$ cat src/rtl/burst_seq.sv
module burst_seq #(
  parameter int UW = 15
) (
  input  logic          clk,
  input  logic          rst_n,
  input  logic          load,
  input  logic [1:0]    start_off,
  input  logic [UW-1:0] upper_in,
  input  logic          adv_n,
  input  logic          mode_il,
  output logic [1:0]    offset,
  output logic [UW-1:0] upper_q
);
  localparam int OW = 2;

  logic [OW-1:0] base_q;
  logic [OW-1:0] beat_q;
  logic [UW-1:0] up_q;

  always_ff @(posedge clk or negedge rst_n) begin
    if (!rst_n) begin
      base_q <= '0;
      beat_q <= '0;
      up_q   <= '0;
    end else if (load) begin
      base_q <= start_off;
      beat_q <= '0;
      up_q   <= upper_in;
    end else if (!adv_n) begin
      beat_q <= beat_q + 1'b1;
    end
  end

  assign offset  = mode_il ? (base_q ^ beat_q) : OW'(base_q + beat_q);
  assign upper_q = up_q;
endmodule


$ cat config.mk
export PLATFORM = sky130hd
export DESIGN_NAME = burst_seq
export DESIGN_NICKNAME = d
export VERILOG_FILES = /design/src/rtl/burst_seq.sv
export SDC_FILE = /design/constraint.sdc
export NUM_CORES = 1
export LEC_CHECK = 0
export BUFFER_PORTS_ARGS = -buffer_cell sky130_fd_sc_hd__buf_2
export CORE_MARGIN = 10
export CORE_UTILIZATION = 35
export CTS_CLUSTER_SIZE = 12
export DETAILED_ROUTE_END_ITERATION = 7
export PLACE_DENSITY = 0.75
export SKIP_CTS_REPAIR_TIMING = 1
export SLEW_MARGIN = 40
export SYNTH_ARGS = -nofsm -noshare
export SYNTH_HDL_FRONTEND = slang
export SYNTH_SLANG_ARGS = --single-unit
$ cat constraint.sdc
create_clock -name clk -period 1.67 [get_ports clk]
set_input_delay 0.334 -clock clk [delete_from_list [all_inputs] [get_ports clk]]
set_output_delay 0.334 -clock clk [all_outputs]
set_load 0.02 [all_outputs]
==> flow_metrics.py <==
metrics = {
    "outcome": {
        "status": "finished clean",
    },
    "place": {
        "post-place-ws_ns": 0.3540,
        "dpl_cell_area_um2": 988.4,
        "dp_cells": 111,
        "place.gp.congestion": 0.7503,
        "port_buffers": 38,
    },
    "pwr": {
        "p_total_mw": 0.9846,
        "vdd_drop_max_mv": 0.5447,
        "p_leak_nw": 0.5246,
        "p_per_area_nw_per_um2": 948.1,
    },
    "global_route": {
        "antenna_found_initial": 0,
        "grt_first_pass_wirelength_um": 2525,
        "grt_max_degree": 20,
        "grt_pass1_vias": 531,
        "grt_overflow_total": 0,
        "grt_usage_pct": 7.198,
    },
    "logic_synthesis": {
        "post-synth-top-area-fraction_pct": 59.84,
        "synth_seq_cells": 19,
        "synthTopCellsByArea": "dfrtp_1 60%, mux2_4 15%, mux2_2 13%, xnor2_1 3.3%, buf_12 2.5%",
        "yosysSeqAreaShare_pct": 59.84,
        "yosysWarnings": 0,
        "synthCells": 47,
        "synth_area_um2": 794.5,
        "yosys.area.top_type": "dfrtp_1",
        "avgSynthCellArea_um2": 16.90,
        "ys_types": 10,
        "syn_nets": 70,
    },
    "clocking": {
        "clock-sinks": 19,
        "clock_latency_ns": 0.28,
        "htreeDepth": 1,
        "cts_buffer_depth": 2,
        "root_buffer": "clkbuf_4",
        "clkTransAtPathRegs_ns": 0.10,
        "cts_tree": "done",
        "cts_buffers": 3,
    },
    "die": {
        "coreArea_um2": 2191,
        "ios": 39,
        "die_width_um": 67.65,
        "die_area_um2": 4576,
        "die_h_um": 67.65,
        "initial_core_util_pct": 36.26,
        "rows": 17,
    },
    "routing": {
        "post_drt_wl_per_cell_um": 14.13,
        "drt_iter0_drc": 33,
        "ant_nets": 0,
        "post_drt_via_cell_ratio": 4.265,
        "num_vias": 499,
        "drt-total-wl_um": 1653,
        "first_pass_iters": 3,
        "drc": 0,
    },
    "run": {
        "drv_cap": 0,
    },
    "setup_path": {
        "cp-end-kind": "output pin",
        "cpPeakStageDelay_ns": 0.40,
        "worstPathCellList": "ha_2 > nor2b_1 > xnor2_1 > buf_4",
        "cp_slowest_cell": "dfrtp_1",
        "crit_start": "base_q[0]",
        "critPathArrivalTime_ns": 1.28,
        "r2r_setup_slack_ns": 0.77,
        "worstReg2RegStart": "beat_q[0]",
        "cp_max_fo": 2,
        "worst-r2r-cell-count": 3,
        "reg2reg_to": "beat_q[1]",
        "start_kind": "register",
        "worstPathRequired_ns": 1.34,
        "path_class": "register to output pin",
        "cp-endpoint": "offset[1]",
    },
    "sta": {
        "setup_viol": 0,
        "drv_slew": 0,
        "finalCriticalPeriod_ns": 1.613,
        "rsz0062_at_grt": "true",
        "hold_violations": 0,
        "setup_ws_ns": 0.05717,
        "tightest_slew_ns": 0.4934,
        "max_freq_mhz": 620.0,
        "finalCritPeriodShare_pct": 96.58,
        "slew_headroom_pct": 67.10,
        "finalClockSkew_ns": 0.00009850,
    },
    "final_layout": {
        "antenna_cells": 0,
        "synthToLayoutAreaGrowth_pct": 30.71,
        "drive_gt1_share_pct": 68.54,
        "nets": 113,
        "design_area_um2": 1039,
        "finalNonFillerCells": 117,
    },
    "min_path": {
        "min_path_type": "primary input to register",
    },
}
[power breakdown]
part | switching, mW | internal (mW)
clock network | 0.131 | 0.0889
registers | 0.0226 | 0.504
logic | 0.122 | 0.115
[cells by family after synthesis]
logic type	share of synthesized area [%]
buf+inv	3.937
flops	59.84
simple gates	3.464
fa+ha+maj	1.575
xor+xnor	3.308
mux	27.87
[critical path: cells and delay by family, from the launching register on]
| kind | cells | cell delay (ns) |
|---|---|---|
| adders and majority gates | 1 | 0.18 |
| buffers and inverters | 1 | 0.16 |
| and+or+nand+nor | 1 | 0.13 |
| DFF | 1 | 0.40 |
| xor gates and xnor gates | 1 | 0.13 |
[metal layers]
layer / up-vias / GRT usage, % / share of wire [%]
li1: 245 / - / -
met1: 232 / 8.671 / 42
met2: 22 / 10.33 / 45
met3: 0 / 3.967 / 13
met4: 0 / 3.077 / 0
met5: - / 0 / 0
[synth_stat cells]
cell type	number
buf_6	1
nor2b_1	3
mux2_2	9
buf_12	1
nor3_1	1
mux2_4	8
dfrtp_1	19
xnor2_1	3
nor2_1	1
ha_1	1
[state kept, by name, summed over array words and instances (netlist names)]
signal   flops
beat_q       2
base_q       2
upper_q     15
[layout by cell type, fill, tap and decap left out]
| master | Yosys | final |
|---|---|---|
| xnor2_1 | 3 | 3 |
| clkinv_2 | 0 | 1 |
| ha_2 | 0 | 1 |
| clkbuf_4 | 0 | 3 |
| dlygate4sd3_1 | 0 | 1 |
| dfrtp_1 | 19 | 19 |
| nor2_1 | 1 | 1 |
| mux2_2 | 9 | 9 |
| buf_4 | 0 | 2 |
| nor3_1 | 1 | 1 |
| buf_2 | 0 | 37 |
| mux2_4 | 8 | 8 |
| nor2b_1 | 3 | 3 |
[layout make-up]
cell class,count,area [µm²]
clock buffer,3,22.52
clock inverter,1,5.005
fill,202,1152
multi-input combinational,26,290.3
sequential,19,475.5
tap,28,35.03
timing repair buffer,40,210.2
[stage by stage]
stage	TNS, ns	util (%)	hold WS (ns)
CTS	0	46.37	-0.03802
global route	-0.04031	47.40	0.2462
floorplan	0	-	0.03841
finish	0	47.40	0.2694
detailed placement	0	45.12	0.2900
global placement	0	45.12	0.2830
[worst min path at each step]
| stage | start | endpoint | cells past startpoint |
|---|---|---|---|
| after floorplan | rst_n | base_q[0] | 0 |
| after global placement | rst_n | upper_q[11] | 1 |
| after detailed placement | rst_n | upper_q[11] | 1 |
| after CTS | rst_n | upper_q[11] | 1 |
| after global routing | upper_in[8] | upper_q[8] | 2 |
| final | upper_in[14] | upper_q[14] | 2 |
(Power assumes the default switching activity.)
